[config.mk]
export PLATFORM = sky130hd
export DESIGN_NAME = pcib_backend
export DESIGN_NICKNAME = d
export VERILOG_FILES = /design/src/rtl/pcib_pkg.sv /design/src/rtl/pcib_cmd_decode.sv /design/src/rtl/pcib_bar_match.sv /design/src/rtl/pcib_regfile.sv /design/src/rtl/pcib_backend.sv
export SDC_FILE = /design/constraint.sdc
export NUM_CORES = 1
export LEC_CHECK = 0
export ABC_AREA = 1
export ABC_CLOCK_PERIOD_IN_PS = 5800
export BUFFER_PORTS_ARGS = -buffer_cell sky130_fd_sc_hd__buf_4
export CAP_MARGIN = 15
export CORE_MARGIN = 4
export CORE_UTILIZATION = 25
export DETAILED_ROUTE_END_ITERATION = 12
export PLACE_DENSITY_LB_ADDON = 0.1
export SLEW_MARGIN = 5
export SYNTH_ARGS = -nofsm -noshare
export SYNTH_HDL_FRONTEND = slang
export SYNTH_SLANG_ARGS = --single-unit
[constraint.sdc]
create_clock -name clk -period 5.8 [get_ports clk]
set_input_delay 0.58 -clock clk [delete_from_list [all_inputs] [get_ports clk]]
set_output_delay 0.58 -clock clk [all_outputs]
set_load 0.05 [all_outputs]
[src/rtl/pcib_pkg.sv]
package pcib_pkg;

    localparam int unsigned ADDR_W = 32;

    typedef logic [3:0] pci_cmd_t;

    localparam pci_cmd_t CMD_IO_RD    = 4'b0010;
    localparam pci_cmd_t CMD_IO_WR    = 4'b0011;
    localparam pci_cmd_t CMD_MEM_RD   = 4'b0110;
    localparam pci_cmd_t CMD_MEM_WR   = 4'b0111;
    localparam pci_cmd_t CMD_MEM_RDM  = 4'b1100;
    localparam pci_cmd_t CMD_MEM_RDL  = 4'b1110;

    typedef struct packed {
        logic [ADDR_W-1:0] ptr;
        logic              rd;
        logic              wr;
    } burst_state_t;

    function automatic logic cmd_is_read(pci_cmd_t c);
        return (c == CMD_IO_RD) || (c == CMD_MEM_RD) ||
               (c == CMD_MEM_RDM) || (c == CMD_MEM_RDL);
    endfunction

    function automatic logic cmd_is_write(pci_cmd_t c);
        return (c == CMD_IO_WR) || (c == CMD_MEM_WR);
    endfunction

    function automatic logic cmd_is_io(pci_cmd_t c);
        return (c == CMD_IO_RD) || (c == CMD_IO_WR);
    endfunction

    function automatic logic cmd_is_mem(pci_cmd_t c);
        return (c == CMD_MEM_RD) || (c == CMD_MEM_WR) ||
               (c == CMD_MEM_RDM) || (c == CMD_MEM_RDL);
    endfunction

endpackage

[src/rtl/pcib_cmd_decode.sv]
module pcib_cmd_decode
    import pcib_pkg::*;
(
    input  logic     strobe,
    input  pci_cmd_t cmd,
    output logic     rd_cmd,
    output logic     wr_cmd,
    output logic     mem_kind,
    output logic     io_kind
);

    always_comb begin
        rd_cmd   = strobe & cmd_is_read(cmd);
        wr_cmd   = strobe & cmd_is_write(cmd);
        mem_kind = strobe & cmd_is_mem(cmd);
        io_kind  = strobe & cmd_is_io(cmd);
    end

endmodule

[src/rtl/pcib_bar_match.sv]
module pcib_bar_match
    import pcib_pkg::*;
#(
    parameter int unsigned SIZE = 256
)
(
    input  logic [ADDR_W-1:0] addr,
    input  logic [ADDR_W-1:0] base,
    input  logic              enable,
    input  logic              kind_ok,
    output logic              hit
);

    localparam logic [ADDR_W-1:0] SPAN = ADDR_W'(SIZE);
    localparam logic [ADDR_W-1:0] MASK = ~(SPAN - 1'b1);

    always_comb begin
        hit = enable & kind_ok & ((addr & MASK) == (base & MASK));
    end

endmodule

[src/rtl/pcib_regfile.sv]
module pcib_regfile #(
    parameter int unsigned DEPTH = 16,
    parameter int unsigned DW    = 32
)
(
    input  logic                     clk,
    input  logic                     rst_n,
    input  logic                     we,
    input  logic [$clog2(DEPTH)-1:0] widx,
    input  logic [DW/8-1:0]          be_n,
    input  logic [DW-1:0]            wdata,
    input  logic [$clog2(DEPTH)-1:0] ridx,
    output logic [DW-1:0]            rdata
);

    localparam int unsigned LANES = DW / 8;

    logic [DW-1:0]    mem_d [DEPTH];
    logic [DW-1:0]    mem_q [DEPTH];
    logic [LANES-1:0] lane_we;

    for (genvar l = 0; l < LANES; l++) begin : g_lane
        assign lane_we[l] = we & ~be_n[l];
    end

    always_comb begin
        for (int e = 0; e < DEPTH; e++) begin
            mem_d[e] = mem_q[e];
        end
        for (int l = 0; l < LANES; l++) begin
            if (lane_we[l]) begin
                mem_d[widx][l*8 +: 8] = wdata[l*8 +: 8];
            end
        end
    end

    always_ff @(posedge clk or negedge rst_n) begin
        if (!rst_n) begin
            for (int e = 0; e < DEPTH; e++) begin
                mem_q[e] <= '0;
            end
        end else begin
            for (int e = 0; e < DEPTH; e++) begin
                mem_q[e] <= mem_d[e];
            end
        end
    end

    assign rdata = mem_q[ridx];

endmodule

[src/rtl/pcib_backend.sv]
module pcib_backend
    import pcib_pkg::*;
#(
    parameter int unsigned MEM_SIZE = 256,
    parameter int unsigned IO_SIZE  = 16,
    parameter int unsigned RF_DEPTH = 16
)
(
    input  logic              clk,
    input  logic              rst_n,
    input  logic              addr_strobe,
    input  logic              xfer_pulse,
    input  logic              txn_end,
    input  logic [ADDR_W-1:0] ad_bus,
    input  logic [3:0]        cbe_bus,
    input  logic [1:0]        cmd_reg_en,
    input  logic [ADDR_W-1:0] mem_bar,
    input  logic [ADDR_W-1:0] io_bar,
    output logic              user_rd_cmd,
    output logic              user_wr_cmd,
    output logic              hit_sel,
    output logic              rd_active,
    output logic              wr_active,
    output logic              dword_wr,
    output logic [ADDR_W-1:0] burst_ptr,
    output logic [31:0]       rd_word
);

    localparam int unsigned IDX_W = $clog2(RF_DEPTH);
    localparam logic [ADDR_W-1:0] DWORD_STEP = ADDR_W'(4);

    logic mem_kind, io_kind;
    logic mem_hit, io_hit;
    logic [31:0] rf_rdata;
    logic [IDX_W-1:0] rf_idx;

    burst_state_t st_d, st_q;

    pcib_cmd_decode u_dec (
        .strobe   (addr_strobe),
        .cmd      (cbe_bus),
        .rd_cmd   (user_rd_cmd),
        .wr_cmd   (user_wr_cmd),
        .mem_kind (mem_kind),
        .io_kind  (io_kind)
    );

    pcib_bar_match #(.SIZE(MEM_SIZE)) u_mem_bar (
        .addr    (ad_bus),
        .base    (mem_bar),
        .enable  (cmd_reg_en[1]),
        .kind_ok (mem_kind),
        .hit     (mem_hit)
    );

    pcib_bar_match #(.SIZE(IO_SIZE)) u_io_bar (
        .addr    (ad_bus),
        .base    (io_bar),
        .enable  (cmd_reg_en[0]),
        .kind_ok (io_kind),
        .hit     (io_hit)
    );

    assign hit_sel = mem_hit | io_hit;

    always_comb begin
        st_d     = st_q;
        dword_wr = st_q.wr & xfer_pulse & ~addr_strobe;
        if (addr_strobe) begin
            st_d.ptr = ad_bus;
            st_d.rd  = user_rd_cmd & hit_sel;
            st_d.wr  = user_wr_cmd & hit_sel;
        end else begin
            if (xfer_pulse && (st_q.rd || st_q.wr)) begin
                st_d.ptr = st_q.ptr + DWORD_STEP;
            end
            if (txn_end) begin
                st_d.rd = 1'b0;
                st_d.wr = 1'b0;
            end
        end
    end

    always_ff @(posedge clk or negedge rst_n) begin
        if (!rst_n) begin
            st_q <= '0;
        end else begin
            st_q <= st_d;
        end
    end

    assign rf_idx = st_q.ptr[IDX_W+1:2];

    pcib_regfile #(.DEPTH(RF_DEPTH), .DW(32)) u_rf (
        .clk   (clk),
        .rst_n (rst_n),
        .we    (dword_wr),
        .widx  (rf_idx),
        .be_n  (cbe_bus),
        .wdata (ad_bus),
        .ridx  (rf_idx),
        .rdata (rf_rdata)
    );

    assign burst_ptr = st_q.ptr;
    assign rd_active = st_q.rd;
    assign wr_active = st_q.wr;
    assign rd_word   = st_q.rd ? rf_rdata : 32'd0;

endmodule

==> results of run 1 <==
[sequential cells by signal (all words and copies together), names as in the netlist]
| name | cells |
|---|---|
| burst_ptr | 32 |
| rd_active | 1 |
| u_rf.mem_q | 512 |
| wr_active | 1 |
[worst max-delay path, cell delays in order (launching register included)]
cell,delay [ns]
sky130_fd_sc_hd__dfrtp_4,0.71
sky130_fd_sc_hd__clkinv_2,0.14
sky130_fd_sc_hd__buf_12,0.42
sky130_fd_sc_hd__o21ai_0,0.18
sky130_fd_sc_hd__o22ai_1,0.22
sky130_fd_sc_hd__nand2_1,0.09
sky130_fd_sc_hd__nand2_1,0.09
sky130_fd_sc_hd__a21oi_1,0.04
sky130_fd_sc_hd__a21oi_1,0.59
sky130_fd_sc_hd__buf_4,0.33
[metal layers]
layer  global-route usage [%]  part of all wire [%]
met4                     4.23                   2.1
met1                     24.9                    47
met5                        0                     0
met3                     2.08                   3.3
met2                     29.7                    48
[cell families (layout without fill, tap and decap cells)]
| family | count (synthesis) | in the layout | synth area share [%] |
|---|---|---|---|
| AO/OA/AOI/OAI | 1007 | 1007 | 20.2 |
| adder cells (fa/ha/maj) | 4 | 4 | 0.193 |
| AND/OR/NAND/NOR | 1387 | 1387 | 20.6 |
| flip-flops | 546 | 546 | 52.8 |
| XOR/XNOR | 17 | 17 | 0.575 |
| buffers and inverters | 363 | 455 | 5.63 |
[report_power, final]
| part | switching [mW] | internal (mW) | total [mW] | leakage (nW) |
|---|---|---|---|---|
| clock network | 1.74 | 2.56 | 4.30 | 1.10 |
| logic | 0.784 | 0.279 | 1.06 | 4.96 |
| registers | 0.0527 | 3.83 | 3.89 | 7.55 |
| total | 2.58 | 6.67 | 9.25 | 13.6 |
[cells in the mapped netlist]
| master | count | share of area, % |
|---|---|---|
| sky130_fd_sc_hd__nand3b_1 | 2 | 0.058 |
| sky130_fd_sc_hd__ha_1 | 4 | 0.19 |
| sky130_fd_sc_hd__inv_1 | 142 | 2.1 |
| sky130_fd_sc_hd__o31a_1 | 1 | 0.034 |
| sky130_fd_sc_hd__a311oi_1 | 2 | 0.068 |
| sky130_fd_sc_hd__clkbuf_1 | 136 | 2.0 |
| sky130_fd_sc_hd__xor2_1 | 4 | 0.14 |
| sky130_fd_sc_hd__nor2_4 | 5 | 0.22 |
| sky130_fd_sc_hd__nor2_1 | 379 | 5.5 |
| sky130_fd_sc_hd__nand3_1 | 30 | 0.58 |
| sky130_fd_sc_hd__buf_2 | 66 | 1.3 |
| sky130_fd_sc_hd__o2111ai_1 | 1 | 0.034 |
| sky130_fd_sc_hd__a22oi_1 | 3 | 0.087 |
| sky130_fd_sc_hd__inv_2 | 3 | 0.043 |
| sky130_fd_sc_hd__dfrtp_1 | 546 | 53 |
| sky130_fd_sc_hd__a211oi_1 | 3 | 0.087 |
| sky130_fd_sc_hd__o21ai_1 | 15 | 0.29 |
| sky130_fd_sc_hd__o21ai_0 | 834 | 16 |
| sky130_fd_sc_hd__nor3b_1 | 1 | 0.029 |
| sky130_fd_sc_hd__a21oi_1 | 29 | 0.56 |
| sky130_fd_sc_hd__clkinv_1 | 4 | 0.058 |
| sky130_fd_sc_hd__a31oi_1 | 26 | 0.63 |
| sky130_fd_sc_hd__o21bai_1 | 2 | 0.058 |
| sky130_fd_sc_hd__nand4_1 | 12 | 0.29 |
| sky130_fd_sc_hd__nor2_2 | 1 | 0.024 |
| sky130_fd_sc_hd__o22ai_1 | 88 | 2.1 |
| sky130_fd_sc_hd__a221oi_1 | 1 | 0.034 |
| sky130_fd_sc_hd__buf_4 | 3 | 0.087 |
| sky130_fd_sc_hd__o31ai_1 | 1 | 0.029 |
| sky130_fd_sc_hd__or2_2 | 1 | 0.024 |
| sky130_fd_sc_hd__buf_1 | 9 | 0.13 |
| sky130_fd_sc_hd__o211ai_1 | 1 | 0.029 |
| sky130_fd_sc_hd__xnor2_1 | 13 | 0.44 |
| sky130_fd_sc_hd__nor3_1 | 13 | 0.25 |
| sky130_fd_sc_hd__nand2_1 | 943 | 14 |
[worst paths after layout]
check | start | to | slack (ns) | cells past startpoint
max in group asynchronous | rst_n | wr_active | 3.88 | 3
min in group asynchronous | rst_n | u_rf.mem_q[97] | 0.55 | 2
max reg2reg | burst_ptr[3] | u_rf.mem_q[84] | 2.33 | 7
max | burst_ptr[3] | rd_word[21] | 1.67 | 9
min | txn_end | rd_active | 0.23 | 4
min reg2reg | u_rf.mem_q[473] | u_rf.mem_q[473] | 0.48 | 2
[cell type report]
cell class,instances,area (µm²),area share (%)
clock inverters,12,213,0.698
multi-input cells,2415,10800,35.4
inverters,149,568,1.86
clock buffers,106,2040,6.68
repair buffers,188,1500,4.91
well taps,1368,1710,5.62
flip-flops and latches,546,13700,44.9
==> results.sh, run 1 <==
export IMPL_power_density_cell_area_nw_per_um2=304
export IMPL_h_tree_depth=3
export IMPL_nets=3479
export IMPL_root_buffer="sky130_fd_sc_hd__clkbuf_16"
export IMPL_cts_hold_buffers=1
export IMPL_final_core_utilization_pct=29.8
export IMPL_floorplan_initialDensity_pct=25.3
export IMPL_cp_data_required_time_ns=5.22
export IMPL_drt_pass1_iterations=5
export IMPL_grt_max_degree=152
export IMPL_first_global_vias=22100
export IMPL_place_hpwl_um=61400
export IMPL_arrival_ns=3.55
export IMPL_grt_pass1_wl_um=147000
export IMPL_setup_total_negative_slack_ns=0
export IMPL_tightest_slew_ns=1.06
export IMPL_cap_violations=0
export IMPL_cts_repair_resize_count=0
export IMPL_grt_antenna_before_repair=1
export IMPL_globalRouteTotalUtil_pct=17.9
export IMPL_yosys_cell_types_count=35
export IMPL_synthesis_instances=3324
export IMPL_grt_overflow_total=0
export IMPL_insertion_delay_ns=0.63
export IMPL_power_leakage_nw=13.6
export IMPL_stdcell_area_um2=30500
export IMPL_layout_min_cycle_time_ns=4.13
export IMPL_layout_filler_cells=11100
export IMPL_ys_ff_latch=546
export IMPL_final_max_slew_viol_count=0
export IMPL_totalPowerFinal_mw=9.25
export IMPL_width_of_the_chip_um=330
export IMPL_fmaxAchievable_ghz=0.242
export IMPL_report_final_hold_viol_count=0
export IMPL_endpoint_kind="primary output"
export IMPL_cts_tree="done"
export IMPL_setup_viol_count_final=0
export IMPL_clock_sink_count=546
export IMPL_ant_diodes=0
export IMPL_critPathMaxFanout=85
export IMPL_detailed_place_area_um2=28200
export IMPL_drive_gt1_share_pct=8.87
export IMPL_drt_first_iter_violations=1842
export IMPL_mostFrequentLayoutCells="943 x sky130_fd_sc_hd__nand2_1, 834 x sky130_fd_sc_hd__o21ai_0, 544 x sky130_fd_sc_hd__dfrtp_1, 377 x sky130_fd_sc_hd__nor2_1, 180 x sky130_fd_sc_hd__buf_4"
export IMPL_outcome="finished clean"
export IMPL_post_place_ws_ns=2.31
export IMPL_cts_path_max_buffers=3
export IMPL_yosys_warnings=0
export IMPL_vdd_ir_drop_max_mv=0.187
export IMPL_final_critical_path_share_of_the_clock_period_pct=71.2
export IMPL_place_port_buffers=164
export IMPL_area_added_between_synthesis_and_finish_pct=17.7
export IMPL_worstHoldPathType="in -> reg"
export IMPL_crit_path_start_kind="register"
export IMPL_clock_slew_at_the_register_clock_pins_of_the_worst_setup_and_hold_paths_ns=0.06
export IMPL_finalWirelength_um=98000
export IMPL_post_synthesis_sequential_area_ratio_pct=52.8
export IMPL_timing_slew_headroom_pct=29.1
export IMPL_clock_skew_final_ns=0.0294
export IMPL_finalWeightedCongestion=0.836
export IMPL_die_area_um2=109000
export IMPL_io_pins=177
export IMPL_syn_nets=3435
export IMPL_finalHoldWorstSlack_ns=0.228
export IMPL_synth_cell_area_um2=25900
export IMPL_postRouteAntennaNets=0
export IMPL_mostFrequentLayoutCell="sky130_fd_sc_hd__nand2_1"
export IMPL_layout_setup_ws_ns=1.67
export IMPL_post_detailed_route_drc_marker_count=0
export IMPL_cts_made_buffers=68
export IMPL_detailroute_via_count=22500
export IMPL_core_region_area_um2=102000
export IMPL_worst_setup_path_type="reg -> out"
export IMPL_post_detailed_route_via_to_cell_ratio=4.71
export IMPL_wl_per_cell_um=20.5
export IMPL_rsz0062_at_grt="false"
export IMPL_chipHeight_um=330
export IMPL_floorplan_rows=117
export IMPL_placedCellCount=4665
export IMPL_postCtsSetupRepairBufs=0
export IMPL_final_cells=4784
export IMPL_postSynthAreaPerCell_um2=7.79
(Power assumes the default switching activity.)
==> run 2: changes to the inputs <==
--- a/config.mk
+++ b/config.mk
@@ -6,7 +6,7 @@
 export NUM_CORES = 1
 export LEC_CHECK = 0
 export ABC_AREA = 1
-export ABC_CLOCK_PERIOD_IN_PS = 5800
+export ABC_CLOCK_PERIOD_IN_PS = 3600
 export BUFFER_PORTS_ARGS = -buffer_cell sky130_fd_sc_hd__buf_4
 export CAP_MARGIN = 15
 export CORE_MARGIN = 4
==> constraint.sdc (replaced) <==
create_clock -name clk -period 3.6 [get_ports clk]
set_input_delay 0.36 -clock clk [delete_from_list [all_inputs] [get_ports clk]]
set_output_delay 0.36 -clock clk [all_outputs]
set_load 0.05 [all_outputs]
==> results.sh, run 2 (synthesized netlist as in run 1, its figures left out) <==
export IMPL_cell_type_with_the_highest_occurrence_count_on_the_critical_path="sky130_fd_sc_hd__nand2_1"
export IMPL_post_detailed_route_drc_marker_count=0
export IMPL_floorplan_initialDensity_pct=25.3
export IMPL_cts_tree="done"
export IMPL_grt_antenna_before_repair=1
export IMPL_h_tree_depth=3
export IMPL_chipHeight_um=330
export IMPL_drive_gt1_share_pct=10.4
export IMPL_layout_min_cycle_time_ns=3.40
export IMPL_io_pins=177
export IMPL_finalWeightedCongestion=0.835
export IMPL_drt_pass1_iterations=5
export IMPL_internal_power_mw=11.0
export IMPL_power_density_cell_area_nw_per_um2=487
export IMPL_clkPwrFrac_pct=46.9
export IMPL_vdd_ir_drop_max_mv=0.340
export IMPL_detailroute_via_count=22600
export IMPL_tightest_slew_ns=0.958
export IMPL_rsz0062_at_grt="false"
export IMPL_finalWirelength_um=98700
export IMPL_final_critical_path_share_of_the_clock_period_pct=94.3
export IMPL_nets=3538
export IMPL_postRouteAntennaNets=0
export IMPL_clock_skew_final_ns=0.0224
export IMPL_grt_pass1_wl_um=149000
export IMPL_crit_family="buffers and inverters"
export IMPL_p_comb_share_pct=11.8
export IMPL_drt_first_iter_violations=1793
export IMPL_cap_violations=0
export IMPL_core_region_area_um2=102000
export IMPL_fmaxAchievable_ghz=0.294
export IMPL_place_hpwl_um=63800
export IMPL_setup_total_negative_slack_ns=0
export IMPL_setup_viol_count_final=0
export IMPL_width_of_the_chip_um=330
export IMPL_largest_reg_flops=512
export IMPL_mostFrequentLayoutCells="943 x sky130_fd_sc_hd__nand2_1, 834 x sky130_fd_sc_hd__o21ai_0, 544 x sky130_fd_sc_hd__dfrtp_1, 377 x sky130_fd_sc_hd__nor2_1, 222 x sky130_fd_sc_hd__buf_4"
export IMPL_worst_setup_path_type="reg -> out"
export IMPL_area_added_between_synthesis_and_finish_pct=20.3
export IMPL_arrival_ns=3.04
export IMPL_mostFrequentLayoutCell="sky130_fd_sc_hd__nand2_1"
export IMPL_place_port_buffers=164
export IMPL_timing_critical_path_slowest_stage_cell="sky130_fd_sc_hd__dfrtp_4"
export IMPL_postCtsSetupRepairBufs=0
export IMPL_final_max_slew_viol_count=0
export IMPL_cp_cell_sequence="inv_8 > buf_12 > nor2_1 > o21ai_0 > nand2_1 > nand2_1 > inv_1 > a31oi_1 > buf_4"
export IMPL_timing_slew_headroom_pct=35.9
export IMPL_insertion_delay_ns=0.62
export IMPL_cts_path_max_buffers=3
export IMPL_outcome="finished clean"
export IMPL_root_buffer="sky130_fd_sc_hd__clkbuf_16"
export IMPL_die_area_um2=109000
export IMPL_crit_path_start_kind="register"
export IMPL_registers_top_by_ff_count="u_rf.mem_q"
export IMPL_clock_sink_count=546
export IMPL_clock_slew_at_the_register_clock_pins_of_the_worst_setup_and_hold_paths_ns=0.06
export IMPL_first_global_vias=22500
export IMPL_endpoint_kind="primary output"
export IMPL_totalPowerFinal_mw=15.2
export IMPL_worstHoldPathType="in -> reg"
export IMPL_wl_per_cell_um=20.4
export IMPL_grt_overflow_total=0
export IMPL_p_seq_share_pct=41.3
export IMPL_ant_diodes=0
export IMPL_cp_data_required_time_ns=3.24
export IMPL_grt_max_degree=91
export IMPL_cp_num_buf_inv=4
export IMPL_critPathMaxFanout=48
export IMPL_floorplan_rows=117
export IMPL_max_stage_delay_ns=0.63
export IMPL_post_detailed_route_via_to_cell_ratio=4.65
export IMPL_report_final_hold_viol_count=0
export IMPL_cts_made_buffers=69
export IMPL_power_leakage_nw=14.0
export IMPL_globalRouteTotalUtil_pct=18.1
export IMPL_power_switching_fraction_pct=27.7
export IMPL_power_switching_mw=4.20
[run 2: repair_timing]
| item | CTS | global route |
|---|---|---|
| gates resized for setup | 0 | 0 |
| hold buffers | 2 | 0 |
| hold endpoints to repair | 68 | 0 |
[run 2: worst paths after layout]
| check | startpoint | endpoint | slack, ns | cells after the start |
|---|---|---|---|---|
| worst min-delay path | ad_bus[28] | burst_ptr[28] | 0.04 | 3 |
| worst min register to register | u_rf.mem_q[330] | u_rf.mem_q[330] | 0.47 | 2 |
| max in group asynchronous | rst_n | u_rf.mem_q[320] | 2.25 | 3 |
| worst max-delay path | burst_ptr[2] | rd_word[9] | 0.20 | 9 |
| worst max register to register | burst_ptr[3] | u_rf.mem_q[112] | 0.36 | 7 |
| min in group asynchronous | rst_n | u_rf.mem_q[226] | 0.39 | 2 |
[run 2: layout make-up]
type                    count  area (µm²)
inverters                 149         568
multi-input cells        2415       10800
well taps                1368        1710
fillers                 11100       71200
clock buffers             102        1990
repair buffers            246        2120
clock inverters            20         283
flip-flops and latches    546       13700
[run 2: through the flow]
| step | instances | utilization, % | setup slack, ns | hold WS (ns) | area (µm²) |
|---|---|---|---|---|---|
| 3_3_place_gp | 4722 | 28.2 | 0.322 | 0.438 | 28800 |
| 5_1_grt | 4846 | 30.4 | 0.000697 | 0.0137 | 31100 |
| 6_report | 4846 | 30.4 | 0.204 | 0.0411 | 31100 |
| 2_1_floorplan | 3324 | - | 0.582 | 0.0644 | 25900 |
| 3_5_place_dp | 4722 | 28.2 | 0.306 | 0.441 | 28800 |
| 4_1_cts | 4846 | 30.4 | 0.118 | 0.000234 | 31100 |
[run 2: power groups by stage]
stage | Combinational [mW] | Sequential, mW | Clock (mW)
2_1_floorplan | 0.829 | 6.46 | 0
3_3_place_gp | 1.83 | 6.37 | 0
3_5_place_dp | 1.82 | 6.37 | 0
4_1_cts | 1.83 | 6.26 | 7.33
5_1_grt | 1.99 | 6.27 | 7.57
6_report | 1.79 | 6.26 | 7.11
[run 2: worst register-to-register path: cells and delay by family (launching register included)]
family | cells | cell delay (ns)
DFF | 1 | 0.63
AOI/OAI and AO/OA | 1 | 0.35
buffers and inverters | 3 | 0.52
adders and majority gates | 1 | 0.21
and+or+nand+nor | 2 | 1.41
[run 2: per-layer routing]
metal	wire length, µm	track usage [%]	up-vias	share of wire [%]
met4	2330	4.47	0	2.4
met3	3040	2.47	124	3.1
li1	-	-	11200	-
met2	46500	29.8	348	47
met5	0	0	-	0
met1	46800	25.1	10900	47
